--- config.mk ---
export PLATFORM = sky130hd
export DESIGN_NAME = usart_frame_tx
export DESIGN_NICKNAME = d
export VERILOG_FILES = /design/src/rtl/utx_pkg.sv /design/src/rtl/utx_parity.sv /design/src/rtl/utx_regs.sv /design/src/rtl/utx_framer.sv /design/src/rtl/utx_shifter.sv /design/src/rtl/usart_frame_tx.sv
export SDC_FILE = /design/constraint.sdc
export NUM_CORES = 1
export LEC_CHECK = 0
export CAP_MARGIN = 20
export CORE_MARGIN = 1
export CORE_UTILIZATION = 55
export DETAILED_ROUTE_END_ITERATION = 10
export DONT_BUFFER_PORTS = 1
export GPL_TIMING_DRIVEN = 0
export PLACE_DENSITY_LB_ADDON = 0.1
export RECOVER_POWER = 50
export SETUP_SLACK_MARGIN = 0.5
export SLEW_MARGIN = 25
export SYNTH_ARGS = -nofsm -noshare
export SYNTH_HDL_FRONTEND = slang
export SYNTH_SLANG_ARGS = --single-unit
export TNS_END_PERCENT = 20
--- constraint.sdc ---
create_clock -name clk -period 1.95 [get_ports clk]
set_clock_uncertainty 0.05 [all_clocks]
set_input_delay 0.4875 -clock clk [delete_from_list [all_inputs] [get_ports clk]]
set_output_delay 0.4875 -clock clk [all_outputs]
set_load 0.05 [all_outputs]
--- src/rtl/utx_pkg.sv ---
package utx_pkg;

   localparam int REG_W = 8;

   typedef enum logic [1:0] {
      LEN_EIGHT = 2'b00,
      LEN_SEVEN = 2'b01,
      LEN_NINE  = 2'b10,
      LEN_RSVD  = 2'b11
   } len_e;

   typedef enum logic [1:0] {
      PAR_ODD   = 2'b00,
      PAR_EVEN  = 2'b01,
      PAR_ONE   = 2'b10,
      PAR_ZERO  = 2'b11
   } par_e;

   // writable part of the control register, bit 7 down to bit 3
   typedef struct packed {
      logic par_on;
      logic sel_hi;
      logic sel_lo_x9;
      len_e len;
   } ctrl_t;

endpackage

--- src/rtl/utx_parity.sv ---
module utx_parity #(
   parameter int W = 8
) (
   input  logic [W-1:0] bits,
   input  logic [W-1:0] keep,
   output logic         odd_ones
);
   logic [W:0] chain;

   assign chain[0] = 1'b0;

   generate
      for (genvar i = 0; i < W; i++) begin : g_chain
         assign chain[i+1] = chain[i] ^ (bits[i] & keep[i]);
      end
   endgenerate

   assign odd_ones = chain[W];

endmodule

--- src/rtl/utx_regs.sv ---
module utx_regs
   import utx_pkg::*;
#(
   parameter int DATA_W = 8
) (
   input  logic              clk,
   input  logic              rst_n,
   input  logic              reg_wr,
   input  logic              reg_sel,
   input  logic [REG_W-1:0]  wr_data,
   input  logic              load,
   output ctrl_t             ctrl,
   output logic [DATA_W-1:0] hold_data,
   output logic              hold_full,
   output logic [REG_W-1:0]  rd_data
);
   logic  wr_ctrl, wr_buf;
   ctrl_t ctrl_q;
   logic [DATA_W-1:0] hold_q;
   logic  full_q;

   assign wr_ctrl = reg_wr && !reg_sel;
   assign wr_buf  = reg_wr &&  reg_sel;

   always_ff @(posedge clk or negedge rst_n) begin
      if (!rst_n) begin
         ctrl_q <= '0;
      end else if (wr_ctrl) begin
         ctrl_q <= ctrl_t'(wr_data[REG_W-1:3]);
      end
   end

   always_ff @(posedge clk or negedge rst_n) begin
      if (!rst_n) begin
         hold_q <= '0;
         full_q <= 1'b0;
      end else begin
         if (wr_buf) begin
            hold_q <= wr_data[DATA_W-1:0];
         end
         if (wr_buf) begin
            full_q <= 1'b1;
         end else if (load) begin
            full_q <= 1'b0;
         end
      end
   end

   assign ctrl      = ctrl_q;
   assign hold_data = hold_q;
   assign hold_full = full_q;
   assign rd_data   = {ctrl_q, 1'b0, 1'b0, !full_q};

   // a data write leaves the buffer full
   a_r8_full_after_write: assert property (@(posedge clk) disable iff (!rst_n)
      wr_buf |=> !rd_data[0]);

   // a load with no competing write empties the buffer
   a_r8_empty_after_load: assert property (@(posedge clk) disable iff (!rst_n)
      (load && !wr_buf) |=> rd_data[0]);

   // control write lands in bits 7:3
   a_r2_ctrl_write: assert property (@(posedge clk) disable iff (!rst_n)
      wr_ctrl |=> (rd_data[REG_W-1:3] == $past(wr_data[REG_W-1:3])));

endmodule

--- src/rtl/utx_framer.sv ---
module utx_framer
   import utx_pkg::*;
#(
   parameter int DATA_W  = 8,
   parameter int FRAME_W = DATA_W + 3,
   parameter int CNT_W   = $clog2(FRAME_W)
) (
   input  ctrl_t              ctrl,
   input  logic [DATA_W-1:0]  data,
   output logic [FRAME_W-1:0] frame,
   output logic [CNT_W-1:0]   rem_bits
);
   logic [CNT_W-1:0]  n_data;
   logic [DATA_W-1:0] keep;
   logic              nine, extra_on, extra_bit, odd_ones;
   par_e              flavour;

   always_comb begin
      nine = 1'b0;
      unique case (ctrl.len)
         LEN_SEVEN: begin
            n_data = CNT_W'(DATA_W - 1);
            keep   = {1'b0, {(DATA_W-1){1'b1}}};
         end
         LEN_NINE: begin
            n_data = CNT_W'(DATA_W);
            keep   = '1;
            nine   = 1'b1;
         end
         default: begin
            n_data = CNT_W'(DATA_W);
            keep   = '1;
         end
      endcase
   end

   utx_parity #(.W(DATA_W)) u_par (
      .bits     (data),
      .keep     (keep),
      .odd_ones (odd_ones)
   );

   assign flavour  = par_e'({ctrl.sel_hi, ctrl.sel_lo_x9});
   assign extra_on = nine || ctrl.par_on;

   always_comb begin
      unique case (flavour)
         PAR_ODD:  extra_bit = !odd_ones;
         PAR_EVEN: extra_bit = odd_ones;
         PAR_ONE:  extra_bit = 1'b1;
         default:  extra_bit = 1'b0;
      endcase
      if (nine) begin
         extra_bit = ctrl.sel_lo_x9;
      end
   end

   always_comb begin
      frame    = '1;
      frame[0] = 1'b0;
      for (int i = 0; i < DATA_W; i++) begin
         if (CNT_W'(i) < n_data) begin
            frame[1+i] = data[i];
         end
      end
      if (extra_on) begin
         frame[1+n_data] = extra_bit;
      end
      rem_bits = n_data + CNT_W'(extra_on) + CNT_W'(1);
   end

endmodule

--- src/rtl/utx_shifter.sv ---
module utx_shifter #(
   parameter int FRAME_W = 11,
   parameter int CNT_W   = $clog2(FRAME_W)
) (
   input  logic               clk,
   input  logic               rst_n,
   input  logic               tick,
   input  logic               avail,
   input  logic [FRAME_W-1:0] frame,
   input  logic [CNT_W-1:0]   rem_bits,
   output logic               load,
   output logic               txd
);
   logic               active_q, txd_q, slot_free;
   logic [CNT_W-1:0]   rem_q;
   logic [FRAME_W-1:0] sh_q;

   assign slot_free = !active_q || (rem_q == '0);
   assign load      = tick && avail && slot_free;

   always_ff @(posedge clk or negedge rst_n) begin
      if (!rst_n) begin
         active_q <= 1'b0;
         txd_q    <= 1'b1;
         rem_q    <= '0;
         sh_q     <= '1;
      end else if (tick) begin
         if (slot_free) begin
            if (avail) begin
               txd_q    <= frame[0];
               sh_q     <= {1'b1, frame[FRAME_W-1:1]};
               rem_q    <= rem_bits;
               active_q <= 1'b1;
            end else begin
               txd_q    <= 1'b1;
               active_q <= 1'b0;
            end
         end else begin
            txd_q <= sh_q[0];
            sh_q  <= {1'b1, sh_q[FRAME_W-1:1]};
            rem_q <= rem_q - CNT_W'(1);
         end
      end
   end

   assign txd = txd_q;

   // line rests high when no character is in flight
   a_r9_idle_high: assert property (@(posedge clk) disable iff (!rst_n)
      !active_q |-> txd);

   // line only moves after a baud tick
   a_r4_tick_paced: assert property (@(posedge clk) disable iff (!rst_n)
      !$past(tick) |-> $stable(txd));

   // every character opens with a low start bit
   a_r4_start_low: assert property (@(posedge clk) disable iff (!rst_n)
      load |=> !txd);

endmodule

--- src/rtl/usart_frame_tx.sv ---
module usart_frame_tx
   import utx_pkg::*;
#(
   parameter int DATA_W = 8
) (
   input  logic        clk,
   input  logic        rst_n,
   input  logic        reg_wr,
   input  logic        reg_sel,
   input  logic [7:0]  wr_data,
   output logic [7:0]  rd_data,
   input  logic        baud_tick,
   output logic        txd,
   output logic        tx_empty
);
   localparam int FRAME_W = DATA_W + 3;
   localparam int CNT_W   = $clog2(FRAME_W);

   generate
      if (DATA_W < 2 || DATA_W > REG_W) begin : g_bad_width
         $error("DATA_W must lie between 2 and the register width");
      end
   endgenerate

   ctrl_t              ctrl;
   logic [DATA_W-1:0]  hold_data;
   logic               hold_full, load;
   logic [FRAME_W-1:0] frame;
   logic [CNT_W-1:0]   rem_bits;

   utx_regs #(.DATA_W(DATA_W)) u_regs (
      .clk       (clk),
      .rst_n     (rst_n),
      .reg_wr    (reg_wr),
      .reg_sel   (reg_sel),
      .wr_data   (wr_data),
      .load      (load),
      .ctrl      (ctrl),
      .hold_data (hold_data),
      .hold_full (hold_full),
      .rd_data   (rd_data)
   );

   utx_framer #(.DATA_W(DATA_W), .FRAME_W(FRAME_W), .CNT_W(CNT_W)) u_framer (
      .ctrl     (ctrl),
      .data     (hold_data),
      .frame    (frame),
      .rem_bits (rem_bits)
   );

   utx_shifter #(.FRAME_W(FRAME_W), .CNT_W(CNT_W)) u_shift (
      .clk      (clk),
      .rst_n    (rst_n),
      .tick     (baud_tick),
      .avail    (hold_full),
      .frame    (frame),
      .rem_bits (rem_bits),
      .load     (load),
      .txd      (txd)
   );

   assign tx_empty = !hold_full;

endmodule

==> impl_metrics.toml, run 1 <==
[route]
drtIter0Drc = 15
drc = 0
ant_nets = 0
finalWirelength_um = 2830
viasPerCell = 5.64
vias = 1044
wl_per_cell_um = 15.3
dr.pass1.iters = 5

[power]
p_total_w = 0.00283
p_leak_nw = 0.772
powerDensity_nw_per_um2 = 1570
vdd_drop_max_uv = 1040

[setup_path]
crit_family = "XOR/XNOR gates"
cp-end-kind = "flop"
critPathMaxFanout = 2
worstSetupStartpointType = "flop"
crit_buf_inv = 1
arrival_ps = 2050
max_stage_delay_ps = 450
required_ps = 2160
path_cells = "xor2_1 > xnor2_1 > xnor3_1 > buf_4 > nor4b_4 > o31ai_1"
cp_slowest_cell = "xnor3_1"
path_class = "reg2reg"

[final_layout]
num_antenna_cells = 0
layout.nets = 169
fill_cells = 193
seq_area_sq_um = 742
syn2layout_area_growth_pct = 25.0
multi_input_area_sq_um = 741
drive_above_1_share_pct = 43.9

[floorplan]
rows = 18
die_h_um = 53.2
start_util_pct = 58.3
die_w_um = 53.2
coreArea_sq_um = 2480
io-pin-count = 23
die_area_sq_um = 2830

[timing]
slew_headroom_pct = 53.1
hold_viol = 0
grt_setup_unrepaired = "true"
tns_ps = 0
period_share_pct = 94.6
setup_viol = 0
fmax_mhz = 542
slew_violations = 0
fin_crit_ps = 1840
tightest_slew_ps = 703

[cts]
clk_path_buf_depth = 2
clkTransAtPathRegs_ps = 90
tritoncts = "done"
clock_latency_ps = 330
cts-buffers-inserted = 5
cts.sinks = 29
htree_levels = 2
root_buffer = "clkbuf_4"

[global_route]
grt_pass1_vias = 1019
grt_usage_pct = 23.3
grt_first_pass_wirelength_um = 4400
grt_antenna_before_repair = 0
globalRouteOverflowTotal = 0
grt_max_degree = 30

[synthesis]
synth_top_area_share_pct = 32.9
ys_types = 35
synth_area_sq_um = 1440
synth_seq_cells = 29
syn_inst = 135
synthTopCellsByArea = "dfrtp_1 (33%), dfstp_2 (18%), mux2_2 (11%), nand2_1 (5.5%), nor2_1 (3.1%)"
yosysWarnings = 0
yosys.area.top_type = "dfrtp_1"
ys_seq_area_share_pct = 51.1
avgSynthCellArea_sq_um = 10.7

[worst_hold_path]
hp-class = "in2reg"

[run]
drv_cap = 0

[place]
gp_congestion = 0.785
numPortBuffers = 0
hpwl_um = 1840

[run_status]
status = "completed"
placed cells by master, fill, tap and decap left out, drive strengths merged, types with 2 or more instances in the layout:
master	instances
a21oi	4
a31oi	7
buf	12
clkbuf	12
conb	2
dfrtp	19
dfstp	10
ha	2
inv	2
mux2	14
mux2i	2
nand2	21
nand2b	5
nand3	2
nor2	12
o21ai	5
o22ai	2
o31ai	2
xnor2	4
metal layers:
metal  part of all wire, %  routed length (um)  GRT usage, %
met5                     0                   0             0
met4                   1.9                  54          9.21
met3                   5.1                 144          9.77
met2                    49                1380          38.3
met1                    44                1250          26.4
through the flow:
step	hold WS [ps]	cells	setup WS, ps	utilization, %	cell area, sq um
after floorplan	142	136	285	-	1490
after global placement	143	166	135	61.5	1520
after detailed placement	143	166	104	61.5	1520
after CTS	134	179	91.2	68.9	1710
after global routing	135	185	27.9	72.8	1800
final	146	185	106	72.8	1800
synth_stat cells, drive strengths merged:
| master | instances |
|---|---|
| nand2 | 21 |
| dfrtp | 19 |
| mux2 | 14 |
| nor2 | 12 |
| dfstp | 10 |
| a31oi | 7 |
| nand2b | 5 |
| o21ai | 5 |
| a21oi | 4 |
| clkbuf | 4 |
| xnor2 | 4 |
| buf | 3 |
| inv | 3 |
| ha | 2 |
| mux2i | 2 |
| nand3 | 2 |
| o22ai | 2 |
| o31ai | 2 |
| a211oi | 1 |
| a21boi | 1 |
| a22o | 1 |
| and2 | 1 |
| conb | 1 |
| nor2b | 1 |
| nor3 | 1 |
| nor4b | 1 |
| o2111a | 1 |
| o211ai | 1 |
| o21a | 1 |
| or3 | 1 |
| xnor3 | 1 |
| xor2 | 1 |
sequential cells by signal, summed over array words and instances, names as in the netlist:
register	count
u_regs.ctrl	5
u_regs.hold_full	1
u_shift.txd	1
u_shift.sh_q	9
u_shift.active_q	1
u_shift.rem_q	4
u_regs.hold_data	8
cells by family (layout without fill, tap and decap cells):
kind of cell	Yosys count	in the layout	share of synthesized area [%]
other	1	2	0.260
adders and majority gates	2	2	1.73
AOI/OAI and AO/OA	26	26	11.5
buffers and inverters	10	29	4.07
and+or+nand+nor	45	45	13.9
DFF	29	29	51.1
xor gates and xnor gates	6	6	5.11
muxes	16	16	12.3
final timing paths:
kind / from / endpoint / slack, ps / cells after the start
hold reg to reg: u_shift.sh_q[3] / u_shift.sh_q[2] / 440 / 2
setup / recovery: u_regs.hold_data[1] / u_shift.sh_q[7] / 110 / 6
min in group asynchronous: rst_n / u_regs.hold_data[1] / 680 / 2
setup reg to reg: u_regs.hold_data[1] / u_shift.sh_q[7] / 110 / 6
max in group asynchronous: rst_n / u_regs.hold_full / 670 / 2
hold / removal: baud_tick / u_shift.txd / 150 / 1
area by class of cell:
| type | count | share of cell area, % |
|---|---|---|
| Multi-Input combinational cell | 97 | 41.1 |
| Clock buffer | 7 | 3.05 |
| Timing Repair Buffer | 11 | 5.76 |
| Inverter | 3 | 0.832 |
| Clock inverter | 1 | 1.66 |
| Tap cell | 30 | 2.08 |
| Sequential cell | 29 | 41.1 |
| Buffer | 7 | 4.44 |
repair_timing:
item | in CTS | in global routing
pin swaps | 1 | 3
setup buffers | 3 | 5
gates resized for setup | 15 | 9
hold buffers | 2 | 0
gates cloned | 0 | 1
endpoints found under the hold margin | 29 | 0
endpoints found under the setup margin | 21 | 22
power by group:
group	internal [W]	leakage [nW]	switching (W)
clock	0.000306	0.0455	0.000210
sequential	0.000865	0.325	0.000259
combinational	0.000630	0.401	0.000563
total	0.00180	0.772	0.00103
No activity file was read; power rests on OpenSTA's default activity.
==> inputs of run 2 (changes only) <==
--- a/config.mk
+++ b/config.mk
@@ -5,12 +5,12 @@
 export SDC_FILE = /design/constraint.sdc
 export NUM_CORES = 1
 export LEC_CHECK = 0
+export ABC_AREA = 1
 export CAP_MARGIN = 20
 export CORE_MARGIN = 1
 export CORE_UTILIZATION = 55
 export DETAILED_ROUTE_END_ITERATION = 10
 export DONT_BUFFER_PORTS = 1
-export GPL_TIMING_DRIVEN = 0
 export PLACE_DENSITY_LB_ADDON = 0.1
 export RECOVER_POWER = 50
 export SETUP_SLACK_MARGIN = 0.5
==> run 2 against run 1 <==
Net effect:
- clock power fell by 34%
- cell area fell by 3.8%
- sequential share of layout area rose by 1.6 points
- fmax up 12%
- utilization down 4.6 points
- wire length up 3.9%
- register-to-register slack improved by 190 ps
- cell count is 26% higher
- worst setup slack improved by 190 ps
- non-clock buffer count down 2
- die area increased by 4.8%
==> impl_metrics.toml, run 2 <==
[run_status]
status = "completed"

[final_layout]
largest_reg_flops = 9
finalNonFillerCells = 234
final_cell_mix = "nand2_1 (49), inv_1 (27), o21ai_0 (18)"
post-route-util_pct = 68.2
syn2layout_area_growth_pct = 14.5
layout.nets = 218
drive_above_1_share_pct = 26.5
num_antenna_cells = 0
regMostFlops = "u_shift.sh_q"
layout_commonest_cell = "nand2_1"

[route]
ant_nets = 0
dr.pass1.iters = 4
wl_per_cell_um = 12.6
finalWirelength_um = 2940
drc = 0
viasPerCell = 5.05
drtIter0Drc = 20
vias = 1182

[setup_path]
path_class = "reg2reg"
reg2reg_slack_ps = 300
regToRegStartpoint = "u_regs.ctrl[1]"
worstSetupEndpoint = "u_shift.sh_q[7]"
required_ps = 2160
crit_path_start = "u_regs.ctrl[1]"
reg2reg_to = "u_shift.sh_q[7]"
r2r_cells = 16
cp-end-kind = "flop"
worstSetupStartpointType = "flop"
critPathMaxFanout = 3
arrival_ps = 1860

[run]
drv_cap = 0

[timing]
tns_ps = 0
period_share_pct = 84.6
tightest_slew_ps = 702
grt_setup_unrepaired = "true"
hold_viol = 0
slew_violations = 0
slew_headroom_pct = 53.2
setup_viol = 0
fin_crit_ps = 1650
final.setup.worst_slack_ps = 300
fmax_mhz = 606

[synthesis]
synth_area_sq_um = 1520
synth_top_area_share_pct = 31.4
ys_top_cells_by_count = "nand2_1 (51), inv_1 (30), o21ai_0 (22)"
async_flop_share_pct = 100
synth-edff-count = 0
ys.flop_type = "dfrtp_1"
ys_seq_area_share_pct = 48.7
synthTopCellsByArea = "dfrtp_1 (31%), dfstp_2 (17%), nand2_1 (13%), inv_1 (7.4%), o21ai_0 (7.3%)"
synth_seq_cells = 29
yosys.area.top_type = "dfrtp_1"
syn_inst = 186
ys_types = 28
synth.most_common_cell = "nand2_1"
yosysWarnings = 0
avgSynthCellArea_sq_um = 8.15

[cts]
root_buffer = "clkbuf_4"
htree_levels = 2
clkTransAtPathRegs_ps = 100
cts-buffers-inserted = 5
tritoncts = "done"
clock_latency_ps = 320
clk_path_buf_depth = 2
cts.sinks = 29

[power]
p_leak_nw = 0.860
powerDensity_nw_per_um2 = 1410
p_int_w = 0.00142
power_frac_comb_pct = 42.6
p_switching_w = 0.00102
p_seq_share_pct = 43.4
switching_share_pct = 41.7
pwr-share-clk_pct = 14.0
vdd_drop_max_uv = 1080

[place]
hpwl_um = 1950
gp_congestion = 0.858
dp_slack_ps = 226
dp.cells = 216
numPortBuffers = 0

[global_route]
grt_first_pass_wirelength_um = 4690
grt_antenna_before_repair = 0
grt_max_degree = 30
grt_usage_pct = 22.9
globalRouteOverflowTotal = 0
grt_pass1_vias = 1137

[worst_hold_path]
hp-class = "in2reg"

[floorplan]
die_h_um = 54.5
coreArea_sq_um = 2540
die_area_sq_um = 2970
start_util_pct = 59.5
rows = 18
io-pin-count = 23
die_w_um = 54.5
[run 2: cell count changes in the layout (fill, tap and decap cells not counted), sizes merged, moves of 3 or more]
cell,change
o21ai,+17
nand2,+33
nand3,+6
nand2b,-5
a31oi,-5
inv,+30
nor2,-3
o211ai,+5
mux2,-12
clkbuf,-3
[run 2: metrics by stage]
step	hold WS, ps	power (W)	cell area (sq um)
5_1_grt	245	0.00262	1740
3_3_place_gp	143	0.00186	1570
2_1_floorplan	142	0.00172	1530
6_report	242	0.00244	1740
3_5_place_dp	143	0.00188	1570
4_1_cts	233	0.00235	1710
[run 2: cell type report]
type | count | area (sq um)
Fill cell | 208 | 810
Sequential cell | 29 | 741
Multi-Input combinational cell | 118 | 651
Inverter | 33 | 133
Timing Repair Buffer | 16 | 125
Clock buffer | 8 | 48.8
Tap cell | 30 | 37.5
[run 2: how the worst min path moves through the flow]
stage                     startpoint               end  slack, ps  depth (start not counted)
after floorplan                rst_n    u_regs.ctrl[0]        140                          0
after CTS                  baud_tick       u_shift.txd        230                          2
after detailed placement       rst_n  u_shift.rem_q[2]        140                          0
after global routing       baud_tick       u_shift.txd        250                          2
final                      baud_tick       u_shift.txd        240                          2
after global placement         rst_n  u_shift.rem_q[2]        140                          0
[run 2: kinds of logic (layout without fill, tap and decap cells)]
kind of cell	count (synthesis)	count (layout)	share of synthesized area, %
AOI/OAI and AO/OA	36	36	15.0
xor gates and xnor gates	3	3	1.73
adders and majority gates	2	2	1.65
buffers and inverters	40	57	11.2
DFF	29	29	48.7
muxes	2	2	1.49
other	1	2	0.247
and+or+nand+nor	73	73	19.9
[run 2: power groups by stage]
stage               Combinational, W  Clock, W  Sequential, W
finish                       0.00104  0.000341        0.00106
global route                 0.00116  0.000372        0.00108
CTS                         0.000951  0.000350        0.00105
detailed placement          0.000825         0        0.00106
global placement            0.000801         0        0.00106
floorplan                   0.000681         0        0.00104
[run 2: repair_timing]
item | CTS | global route
cloned | 1 | 0
resized for setup | 12 | 7
hold buffers | 2 | 0
pin swaps | 4 | 5
buffers inserted | 4 | 3
hold endpoints to repair | 29 | 0
endpoints found under the setup margin | 20 | 23
[run 2: per-layer routing]
metal	routed length, um	up-vias	track usage, %
met3	97	6	6.67
met4	39	0	10.7
li1	-	613	-
met1	1370	542	27.1
met5	0	-	0
met2	1430	21	38.0
[run 2: worst max-delay path, stage by stage, from the launching register on]
cell and delay [ps]:
dfrtp_2 540, inv_4 120, nand2_4 50, nand2_2 70, nand2_2 50, nand3_1 100, nand2_1 60, nand2_1 60
nand3_2 60, nand2_1 60, nand2_1 40, nand2_1 60, nand2_1 60, nand2_1 60, nand2_1 40, nand2_1 50
nand2_1 50
